### src/rtl/pwrseq_pkg.sv
`timescale 1ns/1ps
package pwrseq_pkg;

  typedef enum logic [3:0] {
    PH_G3, PH_UP3, PH_UP5, PH_SUSW, PH_S5, PH_S3, PH_S0, PH_DNRST, PH_DN3
  } phase_e;

  typedef enum logic [1:0] {
    CODE_G3 = 2'd0, CODE_S5 = 2'd1, CODE_S3 = 2'd2, CODE_S0 = 2'd3
  } pcode_e;

  typedef struct packed {
    logic   en_3v3;
    logic   en_5v;
    logic   rsm_rst_n;
    logic   s3_hold;
    logic   io_ext_en;
    pcode_e code;
  } drive_t;

  // Width of a down-counter able to hold n.
  function automatic int cyc_w(input int unsigned n);
    int w;
    w = $clog2(n + 1);
    return (w < 1) ? 1 : w;
  endfunction

  // Pin levels for each phase; had5 marks a 5 V rail already enabled.
  function automatic drive_t decode(input phase_e p, input logic had5);
    drive_t d;
    d = '{en_3v3: 1'b0, en_5v: 1'b0, rsm_rst_n: 1'b0, s3_hold: 1'b0,
          io_ext_en: 1'b0, code: CODE_G3};
    unique case (p)
      PH_G3:    ;
      PH_UP3:   begin d.en_3v3 = 1'b1; d.s3_hold = 1'b1; end
      PH_UP5:   begin d.en_3v3 = 1'b1; d.en_5v = 1'b1; end
      PH_SUSW:  begin d.en_3v3 = 1'b1; d.en_5v = 1'b1; d.rsm_rst_n = 1'b1; end
      PH_S5:    begin d.en_3v3 = 1'b1; d.en_5v = 1'b1; d.rsm_rst_n = 1'b1;
                      d.code = CODE_S5; end
      PH_S3:    begin d.en_3v3 = 1'b1; d.en_5v = 1'b1; d.rsm_rst_n = 1'b1;
                      d.code = CODE_S3; end
      PH_S0:    begin d.en_3v3 = 1'b1; d.en_5v = 1'b1; d.rsm_rst_n = 1'b1;
                      d.io_ext_en = 1'b1; d.code = CODE_S0; end
      PH_DNRST: begin d.en_3v3 = 1'b1; d.en_5v = had5; end
      PH_DN3:   begin d.en_5v = had5; end
      default:  ;
    endcase
    return d;
  endfunction

endpackage

### src/rtl/pwrseq_timer.sv
`timescale 1ns/1ps
module pwrseq_timer #(
  parameter int W = 8
) (
  input  logic         clk,
  input  logic         rst_n,
  input  logic         load,
  input  logic [W-1:0] val,
  output logic         done
);
  logic [W-1:0] cnt;

  always_ff @(posedge clk) begin
    if (!rst_n)          cnt <= '0;
    else if (load)       cnt <= val;
    else if (cnt != '0)  cnt <= cnt - 1'b1;
  end

  assign done = (cnt == '0);
endmodule

### src/rtl/pwrseq_fsm.sv
`timescale 1ns/1ps
module pwrseq_fsm
  import pwrseq_pkg::*;
(
  input  logic   clk,
  input  logic   rst_n,
  input  logic   pwr_on_req,
  input  logic   shutdown_req,
  input  logic   slp_sus_n,
  input  logic   slp_s3_n,
  input  logic   pg_3v3,
  input  logic   pg_5v,
  input  logic   att_done,
  input  logic   dn_done,
  output phase_e phase,
  output logic   had5,
  output logic   att_load,
  output logic   dn_load,
  output logic   dn_sel_off
);
  phase_e nxt;
  logic   walk_start;   // event: a walk down begins this cycle
  logic   on_phase;
  logic   up_phase;

  assign up_phase = (phase == PH_UP3) || (phase == PH_UP5) || (phase == PH_SUSW);
  assign on_phase = (phase == PH_S5) || (phase == PH_S3) || (phase == PH_S0);
  assign walk_start = (up_phase && (shutdown_req || att_done)) ||
                      (on_phase && (shutdown_req || !slp_sus_n));

  always_comb begin
    nxt        = phase;
    att_load   = 1'b0;
    dn_load    = 1'b0;
    dn_sel_off = 1'b0;
    if (walk_start) begin
      nxt     = PH_DNRST;
      dn_load = 1'b1;
    end else begin
      unique case (phase)
        PH_G3:    if (pwr_on_req && !shutdown_req) begin
                    nxt = PH_UP3; att_load = 1'b1;
                  end
        PH_UP3:   if (pg_3v3)    nxt = PH_UP5;
        PH_UP5:   if (pg_5v)     nxt = PH_SUSW;
        PH_SUSW:  if (slp_sus_n) nxt = PH_S5;
        PH_S5:    if (slp_s3_n)  nxt = PH_S0;
        PH_S3:    if (slp_s3_n)  nxt = PH_S0;
        PH_S0:    if (!slp_s3_n) nxt = PH_S3;
        PH_DNRST: if (dn_done) begin
                    nxt = PH_DN3; dn_load = 1'b1; dn_sel_off = 1'b1;
                  end
        PH_DN3:   if (dn_done)   nxt = PH_G3;
        default:  nxt = PH_G3;
      endcase
    end
  end

  always_ff @(posedge clk) begin
    if (!rst_n) begin
      phase <= PH_G3;
      had5  <= 1'b0;
    end else begin
      phase <= nxt;
      if (phase == PH_G3)       had5 <= 1'b0;
      else if (phase == PH_UP5) had5 <= 1'b1;
    end
  end
endmodule

### src/rtl/pwrseq_outdec.sv
`timescale 1ns/1ps
module pwrseq_outdec
  import pwrseq_pkg::*;
(
  input  phase_e     phase,
  input  logic       had5,
  output logic       en_3v3,
  output logic       en_5v,
  output logic       rsm_rst_n,
  output logic       s3_hold,
  output logic       io_ext_en,
  output logic [1:0] state_code
);
  drive_t d;
  assign d          = decode(phase, had5);
  assign en_3v3     = d.en_3v3;
  assign en_5v      = d.en_5v;
  assign rsm_rst_n  = d.rsm_rst_n;
  assign s3_hold    = d.s3_hold;
  assign io_ext_en  = d.io_ext_en;
  assign state_code = d.code;
endmodule

### src/rtl/pwrseq_top.sv
`timescale 1ns/1ps
module pwrseq_top
  import pwrseq_pkg::*;
#(
  parameter int unsigned T_SUS_CYC  = 12_500_000,
  parameter int unsigned T_OFF_CYC  = 3_000_000,
  parameter int unsigned T_LEAD_CYC = 25
) (
  input  logic       clk,
  input  logic       rst_n,
  input  logic       pwr_on_req,
  input  logic       shutdown_req,
  input  logic       slp_sus_n,
  input  logic       slp_s3_n,
  input  logic       pg_3v3,
  input  logic       pg_5v,
  output logic       en_3v3,
  output logic       en_5v,
  output logic       rsm_rst_n,
  output logic       s3_hold,
  output logic       io_ext_en,
  output logic [1:0] state_code
);
  localparam int ATT_W = cyc_w(T_SUS_CYC);
  localparam int DN_W  = cyc_w((T_OFF_CYC > T_LEAD_CYC) ? T_OFF_CYC : T_LEAD_CYC);
  localparam logic [ATT_W-1:0] ATT_V  = ATT_W'(T_SUS_CYC);
  localparam logic [DN_W-1:0]  OFF_V  = DN_W'(T_OFF_CYC);
  localparam logic [DN_W-1:0]  LEAD_V = DN_W'(T_LEAD_CYC);

  phase_e phase;
  logic   had5;
  logic   att_load, att_done;
  logic   dn_load, dn_done, dn_sel_off;

  pwrseq_fsm u_fsm (
    .clk(clk), .rst_n(rst_n),
    .pwr_on_req(pwr_on_req), .shutdown_req(shutdown_req),
    .slp_sus_n(slp_sus_n), .slp_s3_n(slp_s3_n),
    .pg_3v3(pg_3v3), .pg_5v(pg_5v),
    .att_done(att_done), .dn_done(dn_done),
    .phase(phase), .had5(had5),
    .att_load(att_load), .dn_load(dn_load), .dn_sel_off(dn_sel_off)
  );

  pwrseq_timer #(.W(ATT_W)) u_att_tmr (
    .clk(clk), .rst_n(rst_n), .load(att_load), .val(ATT_V), .done(att_done)
  );

  pwrseq_timer #(.W(DN_W)) u_dn_tmr (
    .clk(clk), .rst_n(rst_n), .load(dn_load),
    .val(dn_sel_off ? OFF_V : LEAD_V), .done(dn_done)
  );

  pwrseq_outdec u_dec (
    .phase(phase), .had5(had5),
    .en_3v3(en_3v3), .en_5v(en_5v), .rsm_rst_n(rsm_rst_n),
    .s3_hold(s3_hold), .io_ext_en(io_ext_en), .state_code(state_code)
  );
endmodule

### config.mk
export PLATFORM = sky130hd
export DESIGN_NAME = pwrseq_top
export DESIGN_NICKNAME = d
export VERILOG_FILES = /design/src/rtl/pwrseq_pkg.sv /design/src/rtl/pwrseq_timer.sv /design/src/rtl/pwrseq_fsm.sv /design/src/rtl/pwrseq_outdec.sv /design/src/rtl/pwrseq_top.sv
export SDC_FILE = /design/constraint.sdc
export NUM_CORES = 1
export LEC_CHECK = 0
export CAP_MARGIN = 5
export CORE_MARGIN = 10
export CORE_UTILIZATION = 30
export DETAILED_ROUTE_END_ITERATION = 7
export HOLD_SLACK_MARGIN = 0.12
export SETUP_SLACK_MARGIN = 0.3
export SLEW_MARGIN = 20
export SYNTH_ARGS = -nofsm -noshare
export SYNTH_HDL_FRONTEND = slang
export SYNTH_HIERARCHICAL = 1
export SYNTH_SLANG_ARGS = --single-unit
export TNS_END_PERCENT = 50
### constraint.sdc
create_clock -name clk -period 8.9 [get_ports clk]
set_input_delay 1.78 -clock clk [delete_from_list [all_inputs] [get_ports clk]]
set_output_delay 1.78 -clock clk [all_outputs]
set_load 0.005 [all_outputs]
# --- Word-level counts from Yosys, hierarchy flattened ---
# Cells that the tools add are included.
totals:
  ff_bits: 51
  input_bits: 8
  elab_cells: 90
op_classes:
  n_reduce_logical: 29
  bitwise_logic: 1
  muxes: 28
  add_sub_neg: 2
  eq_ne: 24
ops:
  columns: ["operator", "n"]
  rows:
  - ["$mux 22", 3]
  - ["$mux 24", 2]
  - ["$mux 4", 8]
  - ["$pmux 4 s8", 1]
  - ["$logic_not 24->1", 1]
  - ["$reduce_bool 24->1", 1]
  - ["$sub 24x1->24 const B", 1]
  - ["$logic_not 22->1", 1]
  - ["$reduce_bool 22->1", 1]
  - ["$sub 22x1->22 const B", 1]
  - ["$ne 3x3->1 const B", 6]
  - ["$eq 4x3->1 const B", 4]
  - ["$reduce_and 8->1", 2]
  - ["$ne 2x2->1 const B", 6]
  - ["$mux 1", 11]
  - ["$reduce_or 2->1", 5]
  - ["$eq 4x2->1 const B", 2]
  - ["$logic_or 1x1->1", 7]
  - ["$reduce_or 7->1", 1]
  - ["$ne 3x1->1 const B", 2]
  - ["$pmux 2 s3", 1]
  - ["$reduce_or 5->1", 1]
  - ["$eq 4x1->1 const B", 1]
  - ["$eq 4x4->1 const B", 1]
  - ["other kinds (9)", 14]

# --- Depth between registers and ports, before layout ---
depth:
  depth_word: 8
  mapped_depth: 15

# --- By module ---
# Netlist, hierarchy kept.
modules_own_cells:
  columns: ["mod", "instances", "area_per_inst_um2", "seq_area_each_um2", "cells_each"]
  rows:
  - ["pwrseq_timer (u_att_tmr)", 1, 1361.3, 480.5, 162]
  - ["pwrseq_timer (u_dn_tmr)", 1, 1285.0, 440.4, 147]
  - ["pwrseq_fsm", 1, 488.0, 100.1, 58]
  - ["pwrseq_outdec", 1, 103.8, 0.0, 17]
  - ["pwrseq_top", 1, 11.3, 0.0, 3]

# --- Least setup slack after synthesis ---
# Ideal clock, no wire load.
synth_path:
  path_kind: "input-to-reg"
  startpoint: "in shutdown_req"
  endpoint: "reg u_dn_tmr.cnt[14]"
  arrival_time_ns: 3.229
  n_path_buf: 2
  setup_slack_ns: 5.545
  stages: 8
  required_ns: 8.775
  path_cell_list: "o22ai_1 nor3_1 a21oi_1 o21ai_0 clkbuf_1 dlygate4sd3_1 nand3_1 o21ai_0"
synth_lines:
  columns: ["item", "line_no", "source"]
  rows:
  - ["from (decl)", "pwrseq_top.sv:12", "input logic shutdown_req,"]
  - ["$logic_or 1x1->1 (on tied branches)", "pwrseq_fsm.sv:28, pwrseq_fsm.sv:29", null]
  - ["$logic_and 1x1->1 (on tied branches)", "pwrseq_fsm.sv:28, pwrseq_fsm.sv:29", null]
  - ["$logic_or 1x1->1 *", "pwrseq_fsm.sv:28", "assign walk_start = (up_phase && (shutdown_req || att_done)) ||"]
  - ["$mux 1 *", "pwrseq_fsm.sv:36", "if (walk_start) begin"]
  - ["via dn_load", "pwrseq_top.sv:33", "logic dn_load, dn_done, dn_sel_off;"]
  - ["$mux 22 / $reduce_bool 2->1 (equally long branches)", null, null]
  - ["to (signal assigned)", "pwrseq_timer.sv:15", "else if (load) cnt <= val;"]
  - ["to (signal assigned)", "pwrseq_timer.sv:16", "else if (cnt != '0) cnt <= cnt - 1'b1;"]
  - ["to (decl)", "pwrseq_timer.sv:11", "logic [W-1:0] cnt;"]
# The timed path passes the listed nets; every way through them passes the cells marked *.
# A chain may end at the register's enable or synchronous reset.

# --- Worst setup path after layout ---
layout_path:
  startpoint: "reg u_fsm.phase[3]"
  endpoint: "out en_5v"
layout_between:
  elab_chain_len: 3
layout_rtl:
  columns: ["item", "line_no", "source"]
  rows:
  - ["from (decl)", "pwrseq_fsm.sv:15", "output phase_e phase,"]
  - ["from (signal assigned)", "pwrseq_fsm.sv:64", "phase <= nxt;"]
  - ["$eq 4x2->1 (tied with other cells)", "pwrseq_pkg.sv:33", "unique case (p)"]
  - ["$reduce_or 5->1 (no line) / $reduce_or 2->1 (equally long branches)", null, null]
  - ["$pmux 1 s2 *", "pwrseq_pkg.sv:33", null]
  - ["to (decl)", "pwrseq_top.sv:18", "output logic en_5v,"]
# Every way passes the cells marked *; elsewhere a longest branch is shown, timed or not.

==> impl_metrics.csv <==
group,metric,value,unit
global_routing,grt_max_degree,35,
power,power.density,405,nW/um^2
placed_design,placed_area,3520,um^2
layout,nFillCells,1083,
placed_design,detailed_place_hpwl,4.61,mm
synthesis,ys_warn_count,6,
clock_tree,ctsResizeCount,0,
setup_path,endpoint_kind,"primary output",
global_routing,antenna_found_initial,0,
synthesis,synth_edf_count,0,
sta,max_slew_margin,0.426,
placed_design,gp_congestion,0.791,
sta,worst_slew_pin_slew,0.858,ns
synthesis,yosysTopAreaCell,"dfxtp_1",
clock_tree,root_buffer,"clkbuf_8",
floorplan,core,10400,um^2
layout,syn_to_final_growth,11.8,%
sta,finalMaxSlewViolations,0,
setup_path,slowest_stage,"dfxtp_1",
power,clockPowerShare,0.112,
global_routing,grt_usage,0.0900,
synthesis,synth-seq-cells,51,
floorplan,die_area,15400,um^2
synthesis,synth_area_leaders,"dfxtp_1 (31%), xor2_1 (6.5%), nand2_1 (4.5%)",
flow_run,cap_violations,0,
drt,wl,6.68,mm
drt,drt-vias-per-instance,4.83,
sta,setup_tns,0,ns
setup_path,worst_path_largest_cell_delay,0.73,ns
power,leakagePower,0.00137,uW
sta,fmax,256,MHz
floorplan,dieWidth,124,um
setup_path,worst-path-max-fanout,20,
layout,multiInputGateArea,2120,um^2
sta,fin_crit_sh,0.439,
worst_hold_path,timing.hold.worst.class,"reg2reg",
layout,drive_gt1_frac,0.110,
global_routing,grt_pass1_vias,2566,
floorplan,top_level_ports,15,
floorplan,start_util,0.312,
layout,ff_latch_area,1020,um^2
power,p_int,812,uW
power,peakVddDrop,0.160,mV
global_routing,overflow,0,
clock_tree,cts_inserted_buffers,5,
power,comb_power_share,0.591,
clock_tree,clkTransAtPathRegs,0.09,ns
sta,hold_viol,0,
setup_path,cp.arrival,2.13,ns
floorplan,rows,37,
clock_tree,ctsHtreeMaxLevel,2,
drt,drt_iter0_markers,106,
setup_path,critPathLaunchType,"flip-flop",
sta,layout_min_cycle_time,3.91,ns
clock_tree,cts_sinks,51,
synthesis,yosysSeqAreaShare,0.314,
clock_tree,cts_tree,"built",
synthesis,synth_most_common_cell,"dfxtp_1",
setup_path,critPathRequiredTime,7.12,ns
worst_hold_path,holdPathStages,2,
run_status,outcome,"completed",
setup_path,reg2reg_depth,11,
synthesis,async_flop_share,0,
synthesis,synth_common_cells,"dfxtp_1 (51), nand2_1 (39), nor2_1 (25), o21ai_0 (25), xor2_1 (24)",
floorplan,chipHeight,124,um
synthesis,synthFlopType,"dfxtp_1",
sta,setup_viol,0,
power,swShare,0.448,
synthesis,synth_cells,387,
drt,drc,0,
setup_path,cp_cell_sequence,"nand2b_2 > o31ai_1 > mux2_2 > clkdlybuf4s50_1",
power,power_frac_seq,0.297,
drt,firstDrtPassIters,4,
drt,final_antenna_net_count,0,
drt,detail_route.wl_per_cell,12.0,um
drt,num_vias,2687,
sta,finClkSkew,0.00615,ns
clock_tree,cts_setup_buffers,0,
power,netSwitchingPower,659,uW
clock_tree,clockBufferDepth,2,
synthesis,synth_area,3250,um^2
layout,finalNetCount,430,
setup_path,path_class,"reg2out",
synthesis,syn-mean-instance-area,8.40,um^2
synthesis,synth_top_cell_area_share,0.314,
global_routing,grt_pass1_wl,11.8,mm
sta,rsz0062_at_grt,"no",
layout,diodes,0,
layout,design_area,3630,um^2
synthesis,synth_cell_types,73,
clock_tree,cts_hold_buf,0,
clock_tree,clk_latency,0.30,ns
placed_design,io_buffers,14,
-- metal layers --
metal,vias to the layer above,wire length [um],global-route usage
li1,1414,-,-
met1,1239,3380,0.116
met2,26,2970,0.145
met3,8,245,0.0208
met4,0,80,0.0281
met5,-,0,0
-- cell usage in the layout, fill, tap and decap left out, types with 3 or more instances in the layout --
cell type         n
dfxtp_1          51
nand2_1          39
conb_1           33
nor2_1           25
xor2_1           24
o21ai_0          24
nand3_1          18
xnor2_1          16
nor3_1           15
clkdlybuf4s50_1  14
a21oi_1          13
nor4_1           12
and2_1           10
o31ai_1          10
inv_1             9
clkbuf_8          5
or4_1             5
nor2b_1           5
buf_4             4
a22oi_1           4
o21ai_1           4
nand4b_1          4
or3_1             3
or4_4             3
or2_2             3
ha_1              3
or3_2             3
a21oi_2           3
-- cell families (layout without fill, tap and decap cells) --
group | Yosys count | in the layout | synth area share
and+or+nand+nor | 171 | 171 | 0.308
AOI/OAI and AO/OA | 83 | 83 | 0.171
DFF | 51 | 51 | 0.314
xor gates and xnor gates | 40 | 40 | 0.108
buffers and inverters | 33 | 35 | 0.0693
muxes | 4 | 4 | 0.0158
adders and majority gates | 3 | 3 | 0.0116
other | 2 | 33 | 0.00231
-- final timing paths --
kind / startpoint / endpoint / slack [ns]
worst max-delay path: u_fsm/phase[3] / en_5v / 4.99
worst min-delay path: u_fsm/had5 / u_fsm/had5 / 0.55
worst max register to register: u_att_tmr/cnt[4] / u_dn_tmr/cnt[14] / 5.50
worst min register to register: u_fsm/had5 / u_fsm/had5 / 0.55
-- state kept, by name, summed over array words and instances, names as in the netlist --
register / flops
u_fsm/phase: 4
u_att_tmr/cnt: 24
u_fsm/had5: 1
u_dn_tmr/cnt: 22
-- worst max-delay path: cells and delay by family, from the launching register on --
| kind | cells | cell delay [ns] |
|---|---|---|
| AO/OA/AOI/OAI | 1 | 0.07 |
| AND/OR/NAND/NOR | 1 | 0.28 |
| flip-flops | 1 | 0.73 |
| buffers and inverters | 1 | 0.46 |
| multiplexers | 1 | 0.28 |
-- final cells by class --
type                       count  area share
inverter                       9     0.00930
tap                          136      0.0468
timing repair buffer          18      0.0468
clock buffer                   5      0.0189
sequential                    51       0.281
clock inverter                 3      0.0121
multi-input combinational    334       0.585
-- through the flow --
stage	worst slack, ns	instances	util	hold slack, ns	total power, uW
2_1_floorplan	5.55	418	-	0.504	1170
3_3_place_gp	4.92	548	0.338	0.534	1290
3_5_place_dp	4.86	548	0.338	0.530	1310
4_1_cts	4.98	556	0.349	0.546	1480
5_1_grt	4.83	556	0.349	0.600	1610
6_report	4.99	556	0.349	0.551	1470
-- power groups by stage --
stage	Combinational (uW)	Clock (uW)	Sequential, uW
after detailed placement	865	0	442
after global placement	847	0	439
after CTS	873	170	437
final	869	164	437
after global routing	975	178	457
after floorplan	760	0	407
Note: power is estimated with default switching activity, not from simulation.
